## src/rtl/rxring_pkg.sv

```systemverilog
package rxring_pkg;

    localparam int RXR_AW    = 8;
    localparam int RXR_DW    = 8;
    localparam int RXR_LW    = 16;
    localparam int RXR_NFLAG = 2;
    localparam int RXR_FHALF = 0;
    localparam int RXR_FFULL = 1;

    typedef logic [RXR_AW-1:0] rxr_addr_t;
    typedef logic [RXR_DW-1:0] rxr_data_t;
    typedef logic [RXR_LW-1:0] rxr_len_t;

    typedef enum logic {
        RXR_IDLE,
        RXR_CAPT
    } rxr_state_e;

    // one RAM write beat
    typedef struct packed {
        logic      we;
        rxr_addr_t addr;
        rxr_data_t data;
    } rxr_wr_t;

    // location events for the byte being accepted this cycle
    typedef struct packed {
        logic at_base;
        logic at_second;
        logic at_half;
        logic at_end;
    } rxr_evt_t;

    function automatic rxr_addr_t rxr_step(input rxr_addr_t p,
                                           input rxr_addr_t base,
                                           input rxr_addr_t span);
        rxr_addr_t last;
        last = rxr_addr_t'(base + span);
        return (p == last) ? base : rxr_addr_t'(p + 1'b1);
    endfunction

endpackage

```

## src/rtl/rxring_frame_ctrl.sv

```systemverilog
module rxring_frame_ctrl
    import rxring_pkg::*;
(
    input  logic     clk,
    input  logic     rst,
    input  logic     ring_en,
    input  logic     sync_hit,
    input  logic     byte_vld,
    input  logic     abort,
    input  rxr_len_t max_len,
    output logic     start,
    output logic     accept,
    output logic     eof
);

    rxr_state_e st;
    rxr_len_t   cnt;
    rxr_len_t   cnt_nxt;
    logic       last;

    always_comb begin
        start   = (st == RXR_IDLE) && ring_en && sync_hit;
        accept  = (st == RXR_CAPT) && byte_vld && !abort;
        cnt_nxt = cnt + 1'b1;
        last    = accept && (cnt_nxt == max_len);
    end

    always_ff @(posedge clk) begin
        if (rst) begin
            st  <= RXR_IDLE;
            cnt <= '0;
            eof <= 1'b0;
        end else begin
            eof <= 1'b0;
            if (start) begin
                st  <= RXR_CAPT;
                cnt <= '0;
            end else if ((st == RXR_CAPT) && abort) begin
                st  <= RXR_IDLE;
                eof <= 1'b1;
            end else if (accept) begin
                cnt <= cnt_nxt;
                if (last) begin
                    st  <= RXR_IDLE;
                    eof <= 1'b1;
                end
            end
        end
    end

endmodule

```

## src/rtl/rxring_ptr.sv

```systemverilog
module rxring_ptr
    import rxring_pkg::*;
(
    input  logic      clk,
    input  logic      rst,
    input  logic      start,
    input  logic      accept,
    input  rxr_addr_t base,
    input  rxr_addr_t span,
    input  rxr_addr_t half_off,
    input  rxr_data_t byte_dat,
    output rxr_wr_t   wr,
    output rxr_evt_t  evt
);

    rxr_addr_t ptr;
    rxr_addr_t loc_half;
    rxr_addr_t loc_second;
    rxr_addr_t loc_end;

    always_comb begin
        loc_half      = rxr_addr_t'(base + half_off);
        loc_second    = rxr_addr_t'(loc_half + 1'b1);
        loc_end       = rxr_addr_t'(base + span);
        evt.at_base   = accept && (ptr == base);
        evt.at_second = accept && (ptr == loc_second);
        evt.at_half   = accept && (ptr == loc_half);
        evt.at_end    = accept && (ptr == loc_end);
    end

    always_ff @(posedge clk) begin
        if (rst) begin
            ptr <= '0;
            wr  <= '0;
        end else begin
            wr.we <= accept;
            if (accept) begin
                wr.addr <= ptr;
                wr.data <= byte_dat;
            end
            if (start)
                ptr <= base;
            else if (accept)
                ptr <= rxr_step(ptr, base, span);
        end
    end

endmodule

```

## src/rtl/rxring_irq.sv

```systemverilog
module rxring_irq
    import rxring_pkg::*;
(
    input  logic                 clk,
    input  logic                 rst,
    input  logic                 start,
    input  rxr_evt_t             evt,
    input  logic [RXR_NFLAG-1:0] ack,
    input  logic [RXR_NFLAG-1:0] mask,
    output logic [RXR_NFLAG-1:0] irq,
    output logic                 overrun
);

    logic [RXR_NFLAG-1:0] set_ev;
    logic [RXR_NFLAG-1:0] reuse_ev;
    logic [RXR_NFLAG-1:0] pend;

    always_comb begin
        set_ev[RXR_FHALF]   = evt.at_half;
        set_ev[RXR_FFULL]   = evt.at_end;
        reuse_ev[RXR_FHALF] = evt.at_base;
        reuse_ev[RXR_FFULL] = evt.at_second;
    end

    for (genvar g = 0; g < RXR_NFLAG; g++) begin : g_flag
        always_ff @(posedge clk) begin
            if (rst || start)
                pend[g] <= 1'b0;
            else if (set_ev[g])
                pend[g] <= 1'b1;
            else if (ack[g])
                pend[g] <= 1'b0;
        end
        assign irq[g] = pend[g] & mask[g];
    end

    always_ff @(posedge clk) begin
        if (rst || start)
            overrun <= 1'b0;
        else if (|(reuse_ev & pend))
            overrun <= 1'b1;
    end

endmodule

```

## src/rtl/rxring_writer.sv

```systemverilog
module rxring_writer
    import rxring_pkg::*;
(
    input  logic              clk,
    input  logic              rst,
    input  logic              ring_en,
    input  logic [RXR_AW-1:0] base_addr,
    input  logic [RXR_AW-1:0] span,
    input  logic [RXR_AW-1:0] half_off,
    input  logic [RXR_LW-1:0] max_len,
    input  logic              sync_hit,
    input  logic              byte_vld,
    input  logic [RXR_DW-1:0] byte_dat,
    input  logic              abort,
    input  logic              irq_en_half,
    input  logic              irq_en_full,
    input  logic              ack_half,
    input  logic              ack_full,
    output logic              ram_we,
    output logic [RXR_AW-1:0] ram_addr,
    output logic [RXR_DW-1:0] ram_wdat,
    output logic              irq_half,
    output logic              irq_full,
    output logic              overrun,
    output logic              eof
);

    logic                 start;
    logic                 accept;
    rxr_wr_t              wr;
    rxr_evt_t             evt;
    logic [RXR_NFLAG-1:0] irq_v;
    logic [RXR_NFLAG-1:0] ack_v;
    logic [RXR_NFLAG-1:0] mask_v;

    assign ack_v  = {ack_full, ack_half};
    assign mask_v = {irq_en_full, irq_en_half};

    rxring_frame_ctrl u_ctrl (
        .clk      (clk),
        .rst      (rst),
        .ring_en  (ring_en),
        .sync_hit (sync_hit),
        .byte_vld (byte_vld),
        .abort    (abort),
        .max_len  (max_len),
        .start    (start),
        .accept   (accept),
        .eof      (eof)
    );

    rxring_ptr u_ptr (
        .clk      (clk),
        .rst      (rst),
        .start    (start),
        .accept   (accept),
        .base     (base_addr),
        .span     (span),
        .half_off (half_off),
        .byte_dat (byte_dat),
        .wr       (wr),
        .evt      (evt)
    );

    rxring_irq u_irq (
        .clk     (clk),
        .rst     (rst),
        .start   (start),
        .evt     (evt),
        .ack     (ack_v),
        .mask    (mask_v),
        .irq     (irq_v),
        .overrun (overrun)
    );

    assign ram_we   = wr.we;
    assign ram_addr = wr.addr;
    assign ram_wdat = wr.data;
    assign irq_half = irq_v[RXR_FHALF];
    assign irq_full = irq_v[RXR_FFULL];

endmodule

```

## config.mk

```make
export PLATFORM = sky130hd
export DESIGN_NAME = rxring_writer
export DESIGN_NICKNAME = d
export VERILOG_FILES = /design/src/rtl/rxring_pkg.sv /design/src/rtl/rxring_frame_ctrl.sv /design/src/rtl/rxring_ptr.sv /design/src/rtl/rxring_irq.sv /design/src/rtl/rxring_writer.sv
export SDC_FILE = /design/constraint.sdc
export NUM_CORES = 1
export LEC_CHECK = 0
export BUFFER_PORTS_ARGS = -buffer_cell sky130_fd_sc_hd__buf_4
export CAP_MARGIN = 15
export CORE_UTILIZATION = 55
export CTS_BUF_LIST = sky130_fd_sc_hd__clkbuf_8
export DETAILED_ROUTE_END_ITERATION = 6
export HOLD_SLACK_MARGIN = 0.12
export PLACE_DENSITY = 0.91
export RECOVER_POWER = 50
export SLEW_MARGIN = 20
export SYNTH_ARGS = -nofsm -noshare
export SYNTH_HDL_FRONTEND = slang
export SYNTH_SLANG_ARGS = --single-unit
```

## constraint.sdc

```tcl
create_clock -name clk -period 5.9 [get_ports clk]
set_input_delay 1.77 -clock clk [delete_from_list [all_inputs] [get_ports clk]]
set_output_delay 1.77 -clock clk [all_outputs]
set_load 0.01 [all_outputs]
```

==> results by group, run 1 <==
Outcome
  • Status: finished, violations left
  • Failing checks: DRC

Setup path
  • Worst setup SP type: primary input
  • CP bufs+invs: 2
  • Slowest stage delay, CP: 0.49 ns
  • Setup Crit Path Kind: primary input to register
  • Max FO, Critical Path: 5
  • Crit end category: register
  • Top delay family on crit path: simple AND/OR/NAND/NOR gates
  • Slowest CP cell: or4b_1
  • WP data required: 6.11 ns
  • CP Cell Sequence: buf_4 -> ha_1 -> inv_1 -> fa_1 -> nor2b_1 -> nand2_1 -> nand4bb_1 -> or4b_1 -> a211o_1 -> o41ai_2
  • Worst path arrival time: 4.50 ns

Yosys
  • Synth warnings: 0
  • Synth area leader: dfxtp_1
  • Syn_area_per_cell: 8.04 um^2
  • Top post-synthesis cells by area: dfxtp_1 25%, xor2_1 8.7%, xnor2_1 8.5%, ha_1 5.7%, nand2_1 5.7%
  • Register area share after synthesis: 24.8%
  • Mapped Nets: 539
  • Netlist Area Pre-Place: 3710 um^2
  • Ys flop type: dfxtp_1
  • Synth top area share: 24.8%
  • Syn Inst Count: 462
  • Number of flops mapped to enable cells by yosys: 0
  • Yosys reg bits: 46
  • Asr flop ratio synth: 0%
  • Cell variety after synth: 70

Placement
  • Dpl cell area: 4290 um^2
  • I/O Buffers: 78
  • Gp weighted congestion: 0.917
  • Hpwl dp: 7350 um

Global route
  • Initial antenna violation count: 0
  • Pin count of the biggest net entering global routing: 27
  • Global-route wire length before repair: 16,200 um
  • Overflow after GRT: 0
  • Vias in the first global route: 3,545
  • GRT Util Overall: 28.0%

Cells and area
  • Multi-input logic area: 2620 um^2
  • Nets: 599
  • Register area: 921 um^2
  • Most frequent cells in the layout: 58 x buf_4, 56 x nand2_1, 46 x dfxtp_1
  • Cell area after layout: 4310 um^2
  • Fill cells: 539
  • Share of cells above drive strength 1: 16.4%
  • Synthesis-to-finish area growth: 16.1%
  • Ant diodes: 0
  • Commonest non-fill, non-tap cell in the layout: buf_4

Route
  • Vias per inst: 6.00
  • Detailed-route wire length per cell: 15.9 um
  • # DRC: 9
  • Post-DRT Antenna Nets: 0
  • Initial drt markers: 185
  • Initial DRT Pass Iterations: 6
  • Routed wire length: 9540 um
  • Vias: 3,599

Pwr
  • Worst IR Drop VDD: 0.166 mV
  • Cell Pwr Density: 178 nW/um^2
  • Pleak: 1.66 nW
  • Power Total: 0.767 mW

Timing
  • RSZ-0062 raised after global routing: false
  • Crit path time final: 4.30 ns
  • Fmax achieved: 0.233 GHz
  • Total negative slack: 0 ns
  • Period utilization: 72.8%
  • Final slew viol count: 0
  • Fin Clk Skew: 0.00644 ns
  • Endpoints failing hold: 0
  • Least-Margin Pin Slew: 0.730 ns
  • Final setup fails: 0
  • Headroom to the max-slew limit: 51.3%

Die
  • Die W: 84.2 um
  • I/O pin count: 79
  • Die Ht: 84.2 um
  • Site Rows: 29
  • Core area: 6420 um^2
  • DIE AREA: 7080 um^2
  • Initial cell density of the core: 57.8%

Clock network
  • Clk root buf: clkbuf_8
  • H-tree Lvls: 2
  • Worst-skew pair later-pin latency: 0.30 ns
  • CTS resizes: 0
  • Post-CTS Setup Repair Bufs: 0
  • Sink Count: 46
  • CTS hold repair buffers: 0
  • Worst-path clk slew: 0.08 ns
  • Num CTS Buffers: 5
  • CTS max path bufs: 2
  • CTS tree: built

Min path
  • Worst hold path class: register to register

Job
  • Max Cap Viol: 0
-- report_power, final --
| part | internal (mW) | switching (mW) |
|---|---|---|
| clock network | 0.0943 | 0.107 |
| logic | 0.113 | 0.123 |
| registers | 0.316 | 0.0141 |
-- worst paths after layout --
kind | startpoint | endpoint | slack (ns) | depth (start not counted)
worst max-delay path | base_addr[0] | u_irq.overrun$_SDFFE_PP0P_ | 1.60 | 10
worst min-delay path | u_ptr.wr[0]$_SDFFE_PP0P_ | u_ptr.wr[0]$_SDFFE_PP0P_ | 0.46 | 2
worst min register to register | u_ptr.wr[0]$_SDFFE_PP0P_ | u_ptr.wr[0]$_SDFFE_PP0P_ | 0.46 | 2
worst max register to register | u_ctrl.st$_SDFFE_PP0P_ | u_irq.overrun$_SDFFE_PP0P_ | 3.08 | 5
-- logic make-up (layout without fill, tap and decap cells) --
kind of cell,count (synthesis),count (layout),synth area share (%)
DFF,46,46,24.8
adders and majority gates,20,20,7.08
xor gates and xnor gates,76,76,18.7
AOI/OAI and AO/OA,90,90,17.8
and+or+nand+nor,182,182,25.5
buffers and inverters,43,104,4.75
muxes,5,5,1.42
-- registers in the layout, indices dropped and copies added, names as in the netlist --
signal         count
u_irq.pend         2
u_irq.overrun      1
u_ctrl.st          1
u_ctrl.eof         1
u_ptr.wr          17
u_ctrl.cnt        16
u_ptr.ptr          8
-- final cells by class --
class,instances,area share [%]
multi-input cells,373,60.7
flip-flops and latches,46,21.4
repair buffers,80,12.1
well taps,77,2.24
clock buffers,6,1.92
inverters,16,1.39
clock inverters,2,0.290
-- per-layer routing --
metal | vias to the layer above | GRT usage, % | wire, um | part of all wire (%)
li1 | 1751 | - | - | -
met1 | 1741 | 34.3 | 4160 | 44
met2 | 88 | 49.9 | 4790 | 50
met3 | 19 | 4.62 | 398 | 4.2
met4 | 0 | 9.87 | 179 | 1.9
met5 | - | 0 | 0 | 0
-- worst register-to-register path, cell delays in order (launching register included) --
cell     delay, ns
dfxtp_1       0.41
or2_1         0.51
nand2_1       0.58
or4_1         0.66
a211o_1       0.29
o41ai_2       0.29
-- cell usage after synthesis (4+ instances only) --
cell type	number
dfxtp_1	46
and3_1	8
nand4_1	11
nor2_1	38
nand2_1	56
or3_1	4
a21oi_1	33
nor3b_1	5
and2_1	7
ha_1	17
nand3_1	14
clkbuf_1	19
xnor2_1	36
xor2_1	37
nor4_1	5
nor3_1	4
inv_1	16
nand2b_1	6
o21ai_0	9
o21a_1	4
a311oi_2	7
-- through the flow --
step	hold slack (ns)	setup WS, ns	instances	util, %
4_1_cts	0.465	1.64	600	68.3
6_report	0.461	1.60	600	67.1
2_1_floorplan	0.458	1.68	462	-
5_1_grt	0.488	1.50	600	67.1
3_5_place_dp	0.453	1.34	592	66.9
3_3_place_gp	0.444	1.45	592	66.9
Power figures use the tool's default switching activity.
==> run 2: changes to the inputs <==
--- a/config.mk
+++ b/config.mk
@@ -5,6 +5,7 @@
 export SDC_FILE = /design/constraint.sdc
 export NUM_CORES = 1
 export LEC_CHECK = 0
+export ABC_AREA = 1
 export BUFFER_PORTS_ARGS = -buffer_cell sky130_fd_sc_hd__buf_4
 export CAP_MARGIN = 15
 export CORE_UTILIZATION = 55
==> constraint.sdc (replaced) <==
create_clock -name clk -period 4.4 [get_ports clk]
set_input_delay 1.32 -clock clk [delete_from_list [all_inputs] [get_ports clk]]
set_output_delay 1.32 -clock clk [all_outputs]
set_load 0.01 [all_outputs]
==> run 2 against run 1 <==
  * Clock skew increased by 0.0013 ns
  * Critical endpoint is now u_irq.pend[0]$_SDFFE_PP0P_
  * Synthesized cell count up 29%
  * Wire length up 5.3%
  * Highest routed layer unchanged
  * The run still ends with DRC left
  * Sequential cell count did not move
  * Power up 41%
  * Critical path type unchanged
  * Via count rose by 17%
  * First-iteration DRC count increased by 65%
  * Clock-buffer cell count decreased by 1
==> results by group, run 2 <==
Timing
  • Total negative slack: 0 ns
  • Fin Clk Skew: 0.00777 ns
  • Final setup fails: 0
  • RSZ-0062 raised after global routing: false
  • Period utilization: 78.6%
  • Endpoints failing hold: 0
  • Least-Margin Pin Slew: 1.14 ns
  • Final setup margin: 0.943 ns
  • Fmax achieved: 0.289 GHz
  • Hold Worst Slack: 0.489 ns
  • Final slew viol count: 0
  • Headroom to the max-slew limit: 23.8%
  • Crit path time final: 3.46 ns

Clock network
  • Num CTS Buffers: 5
  • Clk root buf: clkbuf_8
  • Worst-path clk slew: 0.09 ns
  • CTS tree: built
  • Sink Count: 46
  • Worst-skew pair later-pin latency: 0.30 ns
  • H-tree Lvls: 2
  • CTS resizes: 0
  • CTS max path bufs: 2
  • Post-CTS Setup Repair Bufs: 0
  • CTS hold repair buffers: 0

Global route
  • Initial antenna violation count: 0
  • Pin count of the biggest net entering global routing: 31
  • Overflow after GRT: 0
  • Global-route wire length before repair: 16,800 um
  • GRT Util Overall: 28.6%
  • Vias in the first global route: 3,860

Route
  • Vias per inst: 5.61
  • Detailed-route wire length per cell: 13.4 um
  • # DRC: 6
  • Initial DRT Pass Iterations: 7
  • Post-DRT Antenna Nets: 0
  • Routed wire length: 10,000 um
  • Vias: 4,197
  • Initial drt markers: 306

Outcome
  • Status: finished, violations left
  • Failing checks: DRC

Setup path
  • Crit end category: register
  • WP data required: 4.63 ns
  • Worst setup SP type: primary input
  • Setup Crit Path Kind: primary input to register
  • Worst path arrival time: 3.69 ns
  • Max FO, Critical Path: 18

Yosys
  • Syn Inst Count: 598
  • Asr flop ratio synth: 0%
  • Syn_area_per_cell: 6.28 um^2
  • Yosys reg bits: 46
  • Cell variety after synth: 41
  • Synth top area share: 24.5%
  • Mapped Nets: 675
  • Register area share after synthesis: 24.5%
  • Synth warnings: 0
  • Synth area leader: dfxtp_1
  • Synth top cells by count: 166 x nand2_1, 72 x inv_1, 56 x nor2_1, 46 x dfxtp_1, 43 x nand3_1
  • Top post-synthesis cells by area: dfxtp_1 25%, nand2_1 17%, inv_1 7.2%, nand3_1 5.7%, ha_1 5.7%
  • Number of flops mapped to enable cells by yosys: 0
  • Top-count cell post-synth: nand2_1
  • Netlist Area Pre-Place: 3750 um^2
  • Ys flop type: dfxtp_1

Placement
  • Dpl cell area: 4370 um^2
  • I/O Buffers: 78
  • Hpwl dp: 7720 um
  • Pre-CTS setup slack: 0.966 ns
  • Gp weighted congestion: 0.977

Die
  • DIE AREA: 7160 um^2
  • Core area: 6460 um^2
  • Die W: 84.6 um
  • I/O pin count: 79
  • Die Ht: 84.6 um
  • Initial cell density of the core: 58.1%
  • Site Rows: 29

Cells and area
  • Nets: 747
  • Top flop regs: u_ptr.wr x17, u_ctrl.cnt x16, u_ptr.ptr x8
  • Number of flip-flops in the largest register: 17
  • Most frequent cells in the layout: 166 x nand2_1, 72 x inv_1, 57 x buf_4
  • Cell area after layout: 4390 um^2
  • Fill cells: 600
  • Most flops, register: u_ptr.wr
  • Commonest non-fill, non-tap cell in the layout: nand2_1
  • Share of cells above drive strength 1: 14.0%
  • Ant diodes: 0
  • Synthesis-to-finish area growth: 17.0%

Pwr
  • Combinational share of power: 29.3%
  • Psw: 0.349 mW
  • Pleak: 2.11 nW
  • Clk pwr share: 29.2%
  • Cell Pwr Density: 245 nW/um^2
  • Internal: 0.729 mW
  • Worst IR Drop VDD: 0.218 mV
  • Switching Share: 32.4%
  • Flop pwr share: 41.6%

Job
  • Max Cap Viol: 0

Min path
  • Worst hold path class: register to register
## run 2: cell count changes after synthesis, sizes merged, moves of 25 or more
cell	previous run	this run
inv	16	80
xnor2	36	11
nand3	14	47
o21ai	11	44
nand2	56	170
## run 2: cell families after synthesis
group / after synthesis / synth area share [%]
fa+ha+maj: 19 / 6.73
xor+xnor: 28 / 6.90
simple gates: 313 / 37.4
flops: 46 / 24.5
compound gates: 96 / 14.1
buf+inv: 96 / 10.3
## run 2: cell type report
| class | count | area (um^2) | share of cell area, % |
|---|---|---|---|
| sequential | 46 | 921 | 21.0 |
| multi-input combinational | 456 | 2440 | 55.7 |
| clock buffer | 5 | 68.8 | 1.57 |
| timing repair buffer | 81 | 522 | 11.9 |
| inverter | 80 | 300 | 6.84 |
| clock inverter | 3 | 40.0 | 0.911 |
| tap | 77 | 96.3 | 2.19 |
## run 2: worst paths after layout
kind                                                  from                          to  depth (start not counted)  slack, ns
worst max-delay path                              byte_vld  u_irq.pend[0]$_SDFFE_PP0P_                         10       0.94
worst min-delay path            u_ctrl.cnt[1]$_SDFFE_PP0P_  u_ctrl.cnt[1]$_SDFFE_PP0P_                          2       0.49
worst max register to register      u_ctrl.st$_SDFFE_PP0P_  u_irq.pend[0]$_SDFFE_PP0P_                          9       1.70
worst min register to register  u_ctrl.cnt[1]$_SDFFE_PP0P_  u_ctrl.cnt[1]$_SDFFE_PP0P_                          2       0.49
## run 2: worst max-delay path, cell delays in order
cell and delay, ns:
clkbuf_4 0.11, nand2_1 0.08, nor2_4 0.17, clkbuf_1 0.65
inv_1 0.50, nor4_1 0.43, o21ai_1 0.11, nor2_1 0.13
nand4_1 0.09, a21oi_1 0.12
## run 2: power groups by stage
stage | Clock, mW | Combinational [mW] | Sequential [mW]
2_1_floorplan | 0 | 0.224 | 0.450
3_3_place_gp | 0 | 0.303 | 0.456
3_5_place_dp | 0 | 0.315 | 0.456
4_1_cts | 0.314 | 0.317 | 0.447
5_1_grt | 0.332 | 0.353 | 0.449
6_report | 0.314 | 0.315 | 0.448
## run 2: stage by stage
step,cells,util [%],power [mW]
after floorplan,598,-,0.674
after global placement,740,67.7,0.759
after detailed placement,740,67.7,0.772
after CTS,748,69.4,1.08
after global routing,748,68.0,1.14
final,748,68.0,1.08
## run 2: routing by layer
metal / vias to the layer above / global-route usage [%] / share of wire [%]
li1: 2087 / - / -
met1: 1891 / 36.6 / 43
met2: 186 / 48.9 / 47
met3: 33 / 5.41 / 7.8
met4: 0 / 8.47 / 2.8
met5: - / 0 / 0
==> run 3: changes to the inputs <==
--- a/config.mk
+++ b/config.mk
@@ -5,10 +5,10 @@
 export SDC_FILE = /design/constraint.sdc
 export NUM_CORES = 1
 export LEC_CHECK = 0
-export ABC_AREA = 1
+export ABC_AREA = 0
 export BUFFER_PORTS_ARGS = -buffer_cell sky130_fd_sc_hd__buf_4
 export CAP_MARGIN = 15
-export CORE_UTILIZATION = 55
+export CORE_UTILIZATION = 52
 export CTS_BUF_LIST = sky130_fd_sc_hd__clkbuf_8
 export DETAILED_ROUTE_END_ITERATION = 6
 export HOLD_SLACK_MARGIN = 0.12
==> constraint.sdc (replaced) <==
create_clock -name clk -period 3 [get_ports clk]
set_input_delay 0.9 -clock clk [delete_from_list [all_inputs] [get_ports clk]]
set_output_delay 0.9 -clock clk [all_outputs]
set_load 0.01 [all_outputs]
==> run 3 against run 2 <==
  * The flow now finishes without violations
  * Sequential cell count unchanged
  * First-iteration DRC count up 14%
  * Setup slack worse by 0.94 ns
  * Global-route usage up 0.48 points
  * Clock skew up 0.0037 ns
  * Core utilization up 3.2 points
  * Final cell count down 9.9%
  * Wire length up 8.1%
  * Sequential share of layout area down 2.0 points
  * Critical path type unchanged
  * Largest cell class unchanged
  * Highest routed layer unchanged
==> results by group, run 3 (synthesized netlist as in run 1, its figures left out) <==
Outcome
  • Status: completed

Timing
  • Period utilization: 99.8%
  • Fin Clk Skew: 0.0114 ns
  • Final slew viol count: 0
  • Total negative slack: 0 ns
  • Crit path time final: 2.99 ns
  • Fmax achieved: 0.334 GHz
  • Final setup margin: 0.00562 ns
  • Endpoints failing hold: 0
  • Headroom to the max-slew limit: 34.9%
  • Least-Margin Pin Slew: 0.976 ns
  • Final setup fails: 0

Setup path
  • Slowest CP cell: mux2_4
  • Most Frequent Cell on Critical Path: buf_4
  • Crit end category: register
  • Top delay family on crit path: compound AO/OA/AOI/OAI gates
  • Worst path arrival time: 3.19 ns
  • Worst reg2reg endpoint: u_ctrl.st$_SDFFE_PP0P_
  • Worst Reg-to-Reg Cells: 8
  • CP bufs+invs: 2
  • Setup Crit Path Kind: primary input to register
  • Worst r2r src: u_ctrl.cnt[0]$_SDFFE_PP0P_
  • WP data required: 3.20 ns
  • Worst setup SP type: primary input
  • CP Cell Sequence: buf_4 -> ha_1 -> a21o_1 -> buf_4 -> a21oi_1 -> xnor2_1 -> nand3_1 -> a211oi_2 -> mux2_4 -> a2111oi_4
  • Setup slack, reg-to-reg: 0.56 ns
  • CP Depth: 10
  • Slowest stage delay, CP: 0.35 ns
  • Max FO, Critical Path: 5

Route
  • Initial drt markers: 349
  • Routed wire length: 10,900 um
  • Vias: 3,912
  • Vias per inst: 5.80
  • Post-DRT Antenna Nets: 0
  • Detailed-route wire length per cell: 16.1 um
  • # DRC: 0
  • Initial DRT Pass Iterations: 5

Die
  • Die W: 86.5 um
  • Die Ht: 86.5 um
  • Initial cell density of the core: 54.4%
  • Site Rows: 30
  • DIE AREA: 7480 um^2
  • Core area: 6830 um^2
  • I/O pin count: 79

Cells and area
  • Post-layout util: 71.2%
  • Commonest non-fill, non-tap cell in the layout: buf_4
  • Nets: 654
  • Number of flip-flops in the largest register: 17
  • Share of cells above drive strength 1: 27.7%
  • Synthesis-to-finish area growth: 31.1%
  • Most flops, register: u_ptr.wr
  • Most frequent cells in the layout: 113 x buf_4, 56 x nand2_1, 46 x dfxtp_1
  • Top flop regs: u_ptr.wr x17, u_ctrl.cnt x16, u_ptr.ptr x8
  • Cell area after layout: 4870 um^2
  • Ant diodes: 0

Pwr
  • Cell Pwr Density: 340 nW/um^2
  • Worst IR Drop VDD: 0.254 mV
  • Pleak: 1.97 nW
  • Power Total: 1.66 mW

Placement
  • Gp weighted congestion: 0.939
  • Hpwl dp: 8390 um
  • Pre-CTS setup slack: -0.322 ns
  • I/O Buffers: 78
  • Dpl cell area: 4770 um^2

Global route
  • Pin count of the biggest net entering global routing: 27
  • Overflow after GRT: 0
  • Vias in the first global route: 3,970
  • GRT Util Overall: 29.1%
  • Initial antenna violation count: 0
  • Global-route wire length before repair: 17,400 um

Min path
  • Worst hold path class: register to register
  • Hold path depth: 2
  • Hold Startpoint: u_ptr.wr[12]$_SDFFE_PP0P_
  • Hold worst-path end: u_ptr.wr[12]$_SDFFE_PP0P_

Clock network
  • Clk root buf: clkbuf_8
  • CTS max path bufs: 2
  • CTS hold repair buffers: 0
  • H-tree Lvls: 2
  • CTS tree: built
  • Sink Count: 46
  • Num CTS Buffers: 5
  • Worst-path clk slew: 0.08 ns
  • Worst-skew pair later-pin latency: 0.30 ns

Job
  • Max Cap Viol: 0
## run 3: cell types whose count changed in the layout (fill, tap and decap cells not counted), sizes merged, moves of 8 or more
| cell | delta |
|---|---|
| nand2 | -114 |
| o21ai | -33 |
| nand3b | -10 |
| nand3 | -33 |
| xor2 | +23 |
| nor2 | -23 |
| buf | +57 |
| xnor2 | +25 |
| and3 | +8 |
| inv | -63 |
## run 3: through the flow
stage / hold slack [ns] / instances
detailed placement: 0.450 / 664
CTS: 0.463 / 673
finish: 0.456 / 674
global route: 0.482 / 674
floorplan: 0.458 / 462
global placement: 0.444 / 664
## run 3: final cells by class
| class | instances | area, um^2 |
|---|---|---|
| inverters | 16 | 60.1 |
| well taps | 96 | 120 |
| repair buffers | 135 | 942 |
| flip-flops and latches | 46 | 921 |
| clock buffers | 6 | 82.6 |
| fillers | 521 | 1960 |
| multi-input cells | 373 | 2730 |
| clock inverters | 2 | 8.76 |
## run 3: how the worst max path moves through the flow
| stage | end | from | slack [ns] |
|---|---|---|---|
| 2_1_floorplan | u_irq.overrun$_SDFFE_PP0P_ | half_off[0] | -0.10 |
| 3_3_place_gp | u_irq.overrun$_SDFFE_PP0P_ | base_addr[0] | -0.24 |
| 3_5_place_dp | u_ptr.ptr[1]$_SDFFE_PP0P_ | base_addr[1] | -0.32 |
| 4_1_cts | u_irq.overrun$_SDFFE_PP0P_ | base_addr[0] | 0.02 |
| 5_1_grt | u_ptr.ptr[1]$_SDFFE_PP0P_ | base_addr[1] | -0.04 |
| 6_report | u_ptr.ptr[1]$_SDFFE_PP0P_ | base_addr[1] | 0.006 |
## run 3: power breakdown
group / switching (mW) / leakage, nW / internal [mW]
clock: 0.209 / 0.0524 / 0.183
combinational: 0.293 / 1.55 / 0.327
sequential: 0.0237 / 0.372 / 0.621
total: 0.525 / 1.97 / 1.13
## run 3: layer usage
metal	global-route usage, %	share of wire, %
met1	32.6	40
met3	5.14	5.1
met4	14.1	4.1
met2	53.0	51
met5	0	0
## run 3: timing repair
item,4_1_cts,5_1_grt
resized for setup,3,11
buffers inserted,1,1
endpoints found under the setup margin,1,9
cloned,0,0
pin swaps,2,9
## run 3: tightest hold or removal path, stage by stage (launching register included)
cell	delay [ns]
dfxtp_1	0.31
nand2_1	0.05
a21oi_1	0.05
